==> config.mk <==
export PLATFORM = sky130hd
export DESIGN_NAME = tlb_asid_cache
export DESIGN_NICKNAME = d
export VERILOG_FILES = /design/src/rtl/tlb_pkg.sv /design/src/rtl/tlb_match_array.sv /design/src/rtl/tlb_victim_sel.sv /design/src/rtl/tlb_asid_cache.sv
export SDC_FILE = /design/constraint.sdc
export NUM_CORES = 2
export LEC_CHECK = 0
export BUFFER_PORTS_ARGS = -buffer_cell sky130_fd_sc_hd__buf_2
export CAP_MARGIN = 20
export CORE_MARGIN = 5
export CORE_UTILIZATION = 36
export CTS_CLUSTER_SIZE = 12
export DETAILED_ROUTE_END_ITERATION = 6
export PLACE_DENSITY = 0.61
export RECOVER_POWER = 50
export SYNTH_ARGS = -nofsm -noshare
export SYNTH_HDL_FRONTEND = slang
export SYNTH_SLANG_ARGS = --single-unit
==> constraint.sdc <==
create_clock -name clk -period 46.2 [get_ports clk]
set_input_delay 4.62 -clock clk [delete_from_list [all_inputs] [get_ports clk]]
set_output_delay 4.62 -clock clk [all_outputs]
set_load 0.01 [all_outputs]
==> src/rtl/tlb_pkg.sv <==
package tlb_pkg;
  typedef enum logic [1:0] {
    CMD_IDLE,
    CMD_FILL,
    CMD_FLUSH_ASID,
    CMD_FLUSH_ALL
  } tlb_cmd_e;
endpackage

==> src/rtl/tlb_match_array.sv <==
module tlb_match_array #(
  parameter int N_ENTRIES = 16,
  parameter int VPN_W     = 20,
  parameter int ASID_W    = 8
) (
  input  logic [N_ENTRIES-1:0] valid_vec,
  input  logic [VPN_W-1:0]     ent_vpn  [N_ENTRIES],
  input  logic [ASID_W-1:0]    ent_asid [N_ENTRIES],
  input  logic [VPN_W-1:0]     key_vpn,
  input  logic [ASID_W-1:0]    key_asid,
  output logic [N_ENTRIES-1:0] match_vec
);
  // one comparator per entry, all evaluated in parallel
  for (genvar g = 0; g < N_ENTRIES; g++) begin : g_cmp
    assign match_vec[g] = valid_vec[g] &&
                          (ent_vpn[g] == key_vpn) &&
                          (ent_asid[g] == key_asid);
  end
endmodule

==> src/rtl/tlb_victim_sel.sv <==
module tlb_victim_sel #(
  parameter int N_ENTRIES = 16,
  localparam int IDX_W    = (N_ENTRIES > 1) ? $clog2(N_ENTRIES) : 1
) (
  input  logic                 clk,
  input  logic                 rst,
  input  logic                 touch_en,
  input  logic [IDX_W-1:0]     touch_idx,
  input  logic [N_ENTRIES-1:0] valid_vec,
  input  logic [N_ENTRIES-1:0] wired_vec,
  output logic [IDX_W-1:0]     victim_idx,
  output logic                 victim_ok
);
  // age 0 = most recent; ages form a permutation of 0..N-1
  logic [IDX_W-1:0] age [N_ENTRIES];
  logic [IDX_W-1:0] touched_age;

  assign touched_age = age[touch_idx];

  always_ff @(posedge clk) begin
    if (rst) begin
      for (int i = 0; i < N_ENTRIES; i++) age[i] <= IDX_W'(i);
    end else if (touch_en) begin
      for (int i = 0; i < N_ENTRIES; i++) begin
        if (i == int'(touch_idx))    age[i] <= '0;
        else if (age[i] < touched_age) age[i] <= age[i] + 1'b1;
      end
    end
  end

  logic             free_found, old_found;
  logic [IDX_W-1:0] free_idx, old_idx, old_age;

  always_comb begin
    free_found = 1'b0;
    free_idx   = '0;
    for (int i = N_ENTRIES - 1; i >= 0; i--) begin
      if (!valid_vec[i]) begin
        free_found = 1'b1;
        free_idx   = IDX_W'(i);
      end
    end
    old_found = 1'b0;
    old_idx   = '0;
    old_age   = '0;
    for (int i = 0; i < N_ENTRIES; i++) begin
      if (valid_vec[i] && !wired_vec[i] && (!old_found || age[i] > old_age)) begin
        old_found = 1'b1;
        old_idx   = IDX_W'(i);
        old_age   = age[i];
      end
    end
    victim_ok  = free_found || old_found;
    victim_idx = free_found ? free_idx : old_idx;
  end
endmodule

==> src/rtl/tlb_asid_cache.sv <==
module tlb_asid_cache
  import tlb_pkg::*;
#(
  parameter int N_ENTRIES = 16,
  parameter int VPN_W     = 20,
  parameter int PFN_W     = 16,
  parameter int ASID_W    = 8
) (
  input  logic              clk,
  input  logic              rst,
  input  logic              lk_valid,
  input  logic [VPN_W-1:0]  lk_vpn,
  input  logic [ASID_W-1:0] lk_asid,
  output logic              lk_done,
  output logic              lk_hit,
  output logic [PFN_W-1:0]  lk_pfn,
  input  logic              fill_valid,
  input  logic [VPN_W-1:0]  fill_vpn,
  input  logic [PFN_W-1:0]  fill_pfn,
  input  logic [ASID_W-1:0] fill_asid,
  input  logic              fill_wired,
  output logic              fill_reject,
  input  logic              flush_all,
  input  logic              flush_asid_valid,
  input  logic [ASID_W-1:0] flush_asid_id
);
  localparam int IDX_W = (N_ENTRIES > 1) ? $clog2(N_ENTRIES) : 1;

  // entry storage: payload arrays without reset, status bits with reset
  logic [VPN_W-1:0]     ent_vpn  [N_ENTRIES];
  logic [PFN_W-1:0]     ent_pfn  [N_ENTRIES];
  logic [ASID_W-1:0]    ent_asid [N_ENTRIES];
  logic [N_ENTRIES-1:0] valid_vec, wired_vec;

  logic [N_ENTRIES-1:0] lk_match, fill_match;

  tlb_match_array #(.N_ENTRIES(N_ENTRIES), .VPN_W(VPN_W), .ASID_W(ASID_W)) u_lk_cmp (
    .valid_vec(valid_vec), .ent_vpn(ent_vpn), .ent_asid(ent_asid),
    .key_vpn(lk_vpn), .key_asid(lk_asid), .match_vec(lk_match)
  );

  tlb_match_array #(.N_ENTRIES(N_ENTRIES), .VPN_W(VPN_W), .ASID_W(ASID_W)) u_fill_cmp (
    .valid_vec(valid_vec), .ent_vpn(ent_vpn), .ent_asid(ent_asid),
    .key_vpn(fill_vpn), .key_asid(fill_asid), .match_vec(fill_match)
  );

  // one-hot reductions: frame value and entry index
  logic [PFN_W-1:0] lk_pfn_or;
  logic [IDX_W-1:0] lk_idx, dup_idx;

  always_comb begin
    lk_pfn_or = '0;
    lk_idx    = '0;
    dup_idx   = '0;
    for (int i = 0; i < N_ENTRIES; i++) begin
      lk_pfn_or = lk_pfn_or | ({PFN_W{lk_match[i]}} & ent_pfn[i]);
      lk_idx    = lk_idx    | ({IDX_W{lk_match[i]}} & IDX_W'(i));
      dup_idx   = dup_idx   | ({IDX_W{fill_match[i]}} & IDX_W'(i));
    end
  end

  // command decode with fixed priority
  tlb_cmd_e cmd;
  always_comb begin
    if (flush_all)             cmd = CMD_FLUSH_ALL;
    else if (flush_asid_valid) cmd = CMD_FLUSH_ASID;
    else if (fill_valid)       cmd = CMD_FILL;
    else                       cmd = CMD_IDLE;
  end

  logic             victim_ok, fill_dup, fill_accept, fill_drop, lk_any;
  logic [IDX_W-1:0] victim_idx, fill_idx, touch_idx;

  assign fill_dup    = |fill_match;
  assign fill_idx    = fill_dup ? dup_idx : victim_idx;
  assign fill_accept = (cmd == CMD_FILL) && (fill_dup || victim_ok);
  assign fill_drop   = (cmd == CMD_FILL) && !fill_accept;
  assign lk_any      = lk_valid && (|lk_match);
  assign touch_idx   = fill_accept ? fill_idx : lk_idx;

  tlb_victim_sel #(.N_ENTRIES(N_ENTRIES)) u_victim (
    .clk(clk), .rst(rst),
    .touch_en(fill_accept || lk_any), .touch_idx(touch_idx),
    .valid_vec(valid_vec), .wired_vec(wired_vec),
    .victim_idx(victim_idx), .victim_ok(victim_ok)
  );

  // payload write port
  always_ff @(posedge clk) begin
    if (fill_accept) begin
      ent_vpn[fill_idx]  <= fill_vpn;
      ent_pfn[fill_idx]  <= fill_pfn;
      ent_asid[fill_idx] <= fill_asid;
    end
  end

  // status bits
  always_ff @(posedge clk) begin
    if (rst) begin
      valid_vec <= '0;
      wired_vec <= '0;
    end else begin
      unique case (cmd)
        CMD_FLUSH_ALL: valid_vec <= valid_vec & wired_vec;
        CMD_FLUSH_ASID: begin
          for (int i = 0; i < N_ENTRIES; i++)
            if (!wired_vec[i] && ent_asid[i] == flush_asid_id) valid_vec[i] <= 1'b0;
        end
        CMD_FILL: begin
          if (fill_accept) begin
            valid_vec[fill_idx] <= 1'b1;
            wired_vec[fill_idx] <= fill_wired;
          end
        end
        default: ;
      endcase
    end
  end

  // registered outputs
  always_ff @(posedge clk) begin
    if (rst) begin
      lk_done     <= 1'b0;
      lk_hit      <= 1'b0;
      lk_pfn      <= '0;
      fill_reject <= 1'b0;
    end else begin
      lk_done     <= lk_valid;
      lk_hit      <= lk_any;
      lk_pfn      <= lk_valid ? lk_pfn_or : '0;
      fill_reject <= fill_drop;
    end
  end
endmodule

Word-level counts from Yosys, hierarchy flattened:

Memory sizes are Yosys's and may differ from the RTL's.
Index checks and enable logic that the tools add are counted.

* bits in registers: 499
* memory bits (writable): 320
* input port bits: 87
* output and inout port bits: 19
* memories: 2

* add/subtract/negate cells: 16
* magnitude comparators: 35
* equality and inequality tests: 115
* multiplexer cells: 291
* bitwise gates (word level): 95
* reduce and logical (&&, ||, !) cells: 188

Memory list
* ent_pfn: depth 16, width 16, rd ports 16, clocked after memory_dff 0, write ports 1, RTL line tlb_asid_cache.sv:31 `logic [PFN_W-1:0] ent_pfn [N_ENTRIES];`
* u_victim.age: depth 16, width 4, rd ports 17, clocked after memory_dff 0, write ports 16, RTL line tlb_victim_sel.sv:15 `logic [IDX_W-1:0] age [N_ENTRIES];`

Operators with widths (number)
* equality test 20 bit: 32
* equality test 8 bit: 48
* bitwise mux 320 bit: 1
* 2-to-1 mux 4 bit: 74
* AND 16 bit: 17
* OR 16 bit: 16
* 2-to-1 mux 1 bit: 199
* bitwise mux 128 bit: 1
* logical AND 1 bit: 116
* demux 20 bit (select 4 bit): 1
* adder 4 x 1 -> 4 bit (second input constant): 16
* less-than comparator 4 bit: 16
* > comparator 4 bit: 15
* OR 4 bit: 14
* case mux 16 bit (3 select lines): 1
* AND reduction 3 bit: 16
* inequality test 2 bit (second input constant): 17
* demux 8 bit (select 4 bit): 1
* equality test 4 bit (first input constant): 8
* zero test 1 bit: 32
* OR 1 bit: 32
* OR reduction 16 bit: 2
* 2-to-1 mux 20 bit: 1
* logical OR 1 bit: 18
* 26 further kinds: 46

Depth between registers and ports, before layout:

An unclocked memory read counts as a cell.

* depth in word-level cells: 75
* gate-level depth with buffers: 148
* mapped depth without buffers: 141

Cells and area by module:

From an unflattened synthesis, not the netlist that was laid out.

* cell total of the unflattened synthesis: 3621
* area total of the unflattened synthesis: 45521.2 µm²

Modules (own cells, without submodules)
* tlb_asid_cache: times used 1, cells an instance 1372, area an instance 26461.6 µm²
* tlb_match_array: times used 2, cells an instance 664, area an instance 5380.2 µm²
* tlb_victim_sel: times used 1, cells an instance 921, area an instance 8299.2 µm²

Worst setup path after synthesis:

Ideal clock, no wire load.

* kind: reg-to-reg
* start point: register valid_vec[0]
* end point: register wired_vec[3]
* arrival: 26911 ps
* data required time: 46072 ps
* path slack: 19162 ps
* cell stages (with the launch flop): 129
* path buffers: 4
* path through: dfxtp_1 -> buf_6 -> and2b_4 -> nand2_1 -> ha_1 -> and4_1 -> a21o_1 -> a31oi_1 -> mux2i_1 -> inv_1 -> ha_1 -> a221oi_1 -> a211o_1 -> mux2_2 -> inv_1 -> ha_1 -> or2_2 -> a32oi_1 -> [... 93 more ...] -> nand2_1 -> o21ai_0 -> ha_1 -> nor2b_1 -> o21ai_0 -> nand2b_1 -> a21oi_1 -> a41oi_1 -> o21ai_0 -> nor2b_1 -> and2_1 -> o2111ai_1 -> or4_4 -> a21oi_2 -> nand2_1 -> nor3_1 -> mux2i_1 -> nor2_1

* cells in the longest elaborated chain, start to end: 69
* elaborated cells on any way between the ends: 124
* classes of those cells: 17 x order compare; 53 x mux; 54 x reduce/logical

Ends and longest elaborated chain
* start: declaration: RTL line tlb_asid_cache.sv:33 `logic [N_ENTRIES-1:0] valid_vec, wired_vec;`
* start signal: assignment: RTL line tlb_asid_cache.sv:104 `CMD_FLUSH_ALL: valid_vec <= valid_vec & wired_vec;`
* logical AND 1 bit: RTL line tlb_victim_sel.sv:47 `if (valid_vec[i] && !wired_vec[i] && (!old_found || age[i] > old_age)) begin`
* 2-to-1 mux 4 bit / 2-to-1 mux 1 bit (equally long branches): RTL line tlb_victim_sel.sv:47
* > comparator 4 bit / zero test 1 bit (equally long branches): RTL line tlb_victim_sel.sv:47
* logical OR 1 bit: RTL line tlb_victim_sel.sv:47
* logical AND 1 bit: RTL line tlb_victim_sel.sv:47
* 2-to-1 mux 4 bit / 2-to-1 mux 1 bit (equally long branches): RTL line tlb_victim_sel.sv:47
* > comparator 4 bit / zero test 1 bit (equally long branches): RTL line tlb_victim_sel.sv:47
* logical OR 1 bit: RTL line tlb_victim_sel.sv:47
* [... 53 more ...]
* 2-to-1 mux 4 bit: RTL line tlb_victim_sel.sv:47
* 2-to-1 mux 4 bit: RTL line tlb_victim_sel.sv:54 `victim_idx = free_found ? free_idx : old_idx;`
* 2-to-1 mux 4 bit: RTL line tlb_asid_cache.sv:75 `assign fill_idx = fill_dup ? dup_idx : victim_idx;`
* less-than comparator 4 x 5 -> 1 bit (implied by the code) / greater-or-equal comparator 4 x 1 -> 1 bit (equally long branches): RTL line tlb_asid_cache.sv:112 `wired_vec[fill_idx] <= fill_wired;`
* logical AND 1 bit (implied by the code): RTL line tlb_asid_cache.sv:112
* 2-to-1 mux 1 bit (implied by the code): RTL line tlb_asid_cache.sv:112
* demux 1 bit (select 4 bit): RTL line tlb_asid_cache.sv:112
* bitwise mux 16 bit: RTL line tlb_asid_cache.sv:112
* end signal: indexed assignment: RTL line tlb_asid_cache.sv:112
* end: declaration: RTL line tlb_asid_cache.sv:33

Several ways; a longest one is shown, not always the timed one.
A chain may end at the register's enable or synchronous reset.

==> results.md <==
Floorplanning:
- Measured along the x axis, the die boundary spans 368.5 um.
- The top-level I/O count is 106.
- The height of the chip is 368.5 um.
- The overall die area is 0.1358 mm^2.
- The area of the core is 0.1277 mm^2.
- The row count is 131.
- The starting utilization of the core area is 36.23%.

Synth:
- Sequential elements use 52.05% of the synthesized area.
- The mux contribution to synthesized area is 1.771%.
- The number of distinct library cells after synthesis is 94.
- The area fraction of the dominant cell type after synthesis is 49.85%.
- During synthesis, Yosys emitted a total of 0 warnings.
- By area the synthesized netlist is led by edfxtp_1 (50%), xnor2_1 (13%), xor2_1 (7.4%), ha_1 (3.2%), nand4_1 (2.8%).
- After synthesis the cells add up to 0.04627 mm^2.
- The net count of the mapped netlist is 4,094.
- After Yosys synthesis, and, or, nand and nor cells account for 11.48% of the synthesized area.
- The synthesized design contains 819 register bits.
- In this run the mean area of a mapped cell was 11.90 um^2.
- The main flop type after synthesis is edfxtp_1.
- Summing the areas of all compound-gate instances in the mapped netlist gives 9.060% of the synthesized area.
- By area, the combinational part of the netlist is dominated by XOR/XNOR gates.
- The number of synthesized flops with an enable pin is 768.
- Of all cell types, the one taking the most synthesized area is edfxtp_1.
- The post-synthesis xor/xnor area fraction is 19.99%.
- The fraction of synthesis flops using an asynchronous set or reset pin is 0%.
- Synthesis produced a netlist whose cell count is 3,888.
- The adder-cell area share of the yosys netlist is 3.218%.

Power and ir drop:
- The switching power total is 454.1 uW.
- The fraction of power spent switching nets is 25.91%.
- Per report_power, the clock group accounts for 42.2% of the total.
- The combinational group share of total power is 10.4%.
- Dividing total power by cell area gives a power density of 33.74 mW/mm^2.
- Cell internal power was estimated by the tool at 1.298 mW.
- Per report_power, the sequential group accounts for 47.4% of the total.
- Across the VDD grid, the largest voltage drop is 0.02738 mV.
- The leakage power summed over all cells is 16.48 nW.

Critical path:
- The data required time of the worst path is 46,520 ps.
- The count of buffering cells on the critical path with inverters included is 9.
- Along the worst path, the maximum fanout reaches 36.
- The maximum single-stage delay on the critical path is 920 ps.
- The worst setup path is launched from a register.
- By instance count, the cell type seen most on the critical path is a21oi_1.
- The launch instance of the worst register-to-register path is valid_vec[0].
- The endpoint identified for the worst register-to-register timing path is u_victim.age[6][1].
- The critical path in this run is classified as register to register.
- Broken down by cell family, the worst path's largest delay share belongs to compound AO/OA/AOI/OAI gates.
- For flop-to-flop paths, the worst setup slack is 15,320 ps.
- For this design, the slowest cell found on the critical path is o21ba_2.
- The worst register-to-register path has a depth of 129.
- The endpoint arrival time on the critical path is 31,200 ps.
- The worst setup path is captured at a register.

Routing:
- Summing over every cut layer, the via total after detailed routing is 34,560.
- The highest layer touched by signal routing is met5.
- After detailed routing, the number of vias per cell comes to 6.018.
- The DRC violations left is 0.
- For this block, the routed nets add up to 167.4 mm of wire.
- The iteration count of the initial detailed-routing pass is 5.
- The routed wire length per instance is 29.15 um.
- The residual antenna-violating net count after detailed routing is 0.
- The met3 wire length is 15.69 mm.
- After the first detailed-routing iteration, the DRC count stood at 3,994.
- The detailed router put a total of 67.01 mm of wire on met1.
- The routed design uses 76.11 mm of met2 wire.

CTS:
- In this run, CTS created clock tree buffers numbering 92.
- The H-tree was split into 3 levels.
- The post-CTS repair timing setup buffer count is 0.
- The buffer type at the clock tree root is clkbuf_16.
- After clock tree synthesis, the clock-pin slew on the worst setup and hold paths is 60 ps.
- The clock tree from TritonCTS is built.
- The number of gates resized after cts is 0.
- No sink is reached through more buffers than the 3 on the longest clock path.
- The number of hold buffers added after CTS was 0.
- The total number of clock tree sinks is 819.
- The later pin in the worst-skew pair is clocked with a latency of 730 ps.

Finish:
- With fillers left out, the area of the finished cells amounts to 0.05195 mm^2.
- The share of final-layout standard cells stronger than drive strength 1 is 9.024%.
- The fill cell total of the finished layout is 11,980.
- In the final design database the tool counted 4,208 nets.
- The area growth from synthesis to final layout is 12.28%.

STA:
- In the final timing run, aggregate negative setup slack is 0 ps.
- For this run, the top clock speed supported by timing is 0.03238 GHz.
- Measured against its own limit, the worst slew margin works out to -119.9%.
- Counting I/O delays and the setup requirement, the final critical path takes 30,880 ps.
- Setup repair after global routing left no endpoint under its margin.
- The number of endpoints with negative hold slack in the final report is 0.
- Setup violations remaining at the end of the flow were counted as 0.
- Dividing the final minimum period by the clock period gives 66.84%.
- The slew at the pin closest to its max-slew limit is 3299 ps.
- For the final database, setup skew stands at 48.35 ps.
- The final-report max-slew violation count was 947.
- The worst setup slack after layout is 15,320 ps.

Min path:
- The path with the worst hold slack has its endpoint at lk_pfn[15].
- The worst min-delay path startpoint is ent_pfn[14][15].
- Counting instances, the worst hold path has a depth of 2.
- The class of the worst hold path is register to register.

Place:
- The congestion estimate from routability-driven global placement came to 0.9275.
- OpenSTA, run right after detailed placement, puts the worst setup slack at 16,880 ps.
- After legalization and detailed placement, the total HPWL measured 104.3 mm.
- The quantity of I/O buffers inserted on ports is 105.
- The post-detailed-placement cell area is 0.04915 mm^2.

GRT:
- Entering global routing, the biggest net connects 61 pins.
- The initial antenna violation count is 5.
- The overflow left after global routing is 0.
- The aggregate global-route resource usage is 23.93%.
- The first global-routing pass estimated 237.9 mm of wire.
- The number of global-route vias before repair is 33,420.

Outcome:
- The run finished, with violations left.
- The final reports fail on max-capacitance violations, max-slew violations.

Flow run:
- The max-capacitance violation count is 35.
## worst register-to-register path: cells and delay by family, from the launching register on
family / cells / cell delay, ps
AOI/OAI and AO/OA: 69 / 16110
adders and majority gates: 16 / 4440
and+or+nand+nor: 23 / 4210
muxes: 12 / 4200
buffers and inverters: 9 / 860
DFF: 1 / 630
## synthesized netlist by cell type (all sizes together) (31+ instances only)
cell	number
mux2i	42
nand2	155
nor2	122
ha	119
nand2b	31
xor2	393
edfxtp	768
dfxtp	51
nand4	204
a21oi	99
nor3	84
a22o	72
inv	84
a31oi	32
a221oi	74
nand3	83
o21ai	67
xnor2	663
clkbuf	175
mux2	34
nor4	150
o211ai	34
## cell type report
class / count / area (um^2) / area share [%]
Antenna cell: 3 / 7.507 / 0.01445
Clock inverter: 48 / 509.2 / 0.9803
Multi-Input combinational cell: 2780 / 21230 / 40.86
Clock buffer: 122 / 2507 / 4.827
Timing Repair Buffer: 225 / 1220 / 2.348
Tap cell: 1662 / 2079 / 4.003
Inverter: 84 / 315.3 / 0.6070
Sequential cell: 819 / 24080 / 46.36
## cell usage in the layout, fill, tap and decap left out, types with 12 or more instances in the layout
cell	n
edfxtp_1	768
xnor2_1	663
xor2_1	393
nand4_1	204
nand2_1	155
nor4_1	133
ha_1	119
nor2_1	114
clkbuf_1	110
a21oi_1	98
clkbuf_16	94
inv_1	84
nand3_1	82
buf_4	80
nor3_1	79
a221oi_1	74
a22o_1	72
o21ai_0	59
buf_2	56
dfxtp_1	51
mux2i_1	40
o211ai_1	34
a31oi_1	31
mux2_2	29
nand2b_1	29
a21o_1	25
a41oi_1	24
nor2b_1	21
and3_1	20
or4_1	20
a311oi_1	16
nor4_2	16
and2_1	14
clkinv_2	14
a211oi_1	13
clkinv_1	12
## routing by layer
metal / vias up / track usage, %
met4: 2 / 10.31
met1: 17230 / 31.82
met5: - / 0
li1: 14830 / -
met3: 467 / 4.001
met2: 2035 / 38.70
## per-stage QoR
step	utilization (%)	power, mW	cells	hold slack (ps)
finish	40.68	1.753	5743	558.6
floorplan	-	0.9521	3888	475.6
detailed placement	38.50	1.023	5568	550.1
CTS	40.86	1.754	5738	562.8
global route	40.68	1.804	5741	587.8
global placement	38.50	1.021	5568	548.6
## how the worst max path moves through the flow
stage | depth (start not counted) | end | startpoint | slack, ps
after detailed placement | 130 | u_victim.age[6][3] | valid_vec[0] | 16880
final | 129 | u_victim.age[6][1] | valid_vec[0] | 15320
after global routing | 133 | u_victim.age[6][1] | valid_vec[0] | 12690
after CTS | 130 | u_victim.age[6][0] | valid_vec[0] | 16740
after global placement | 130 | u_victim.age[6][0] | valid_vec[0] | 17680
after floorplan | 128 | wired_vec[3] | valid_vec[0] | 19160
## power groups by stage
stage               combinational, mW  clock [mW]  sequential, mW
floorplan                       0.114           0           0.838
global placement                0.177           0           0.844
detailed placement              0.179           0           0.844
CTS                             0.180       0.746           0.829
global route                    0.194       0.780           0.830
finish                          0.183       0.740           0.830
## kinds of logic after synthesis
family	after synthesis
AO/OA/AOI/OAI	564
XOR/XNOR	1056
adder cells (fa/ha/maj)	119
buffers and inverters	289
flip-flops	819
multiplexers	76
AND/OR/NAND/NOR	965
## registers in the layout (all words and copies together) (netlist names)
signal and count:
ent_pfn 256, fill_reject 1, ent_vpn 320, wired_vec 16, lk_pfn 16, u_victim.age 64, valid_vec 16, lk_done 1
ent_asid 128, lk_hit 1
(Power assumes the default switching activity.)
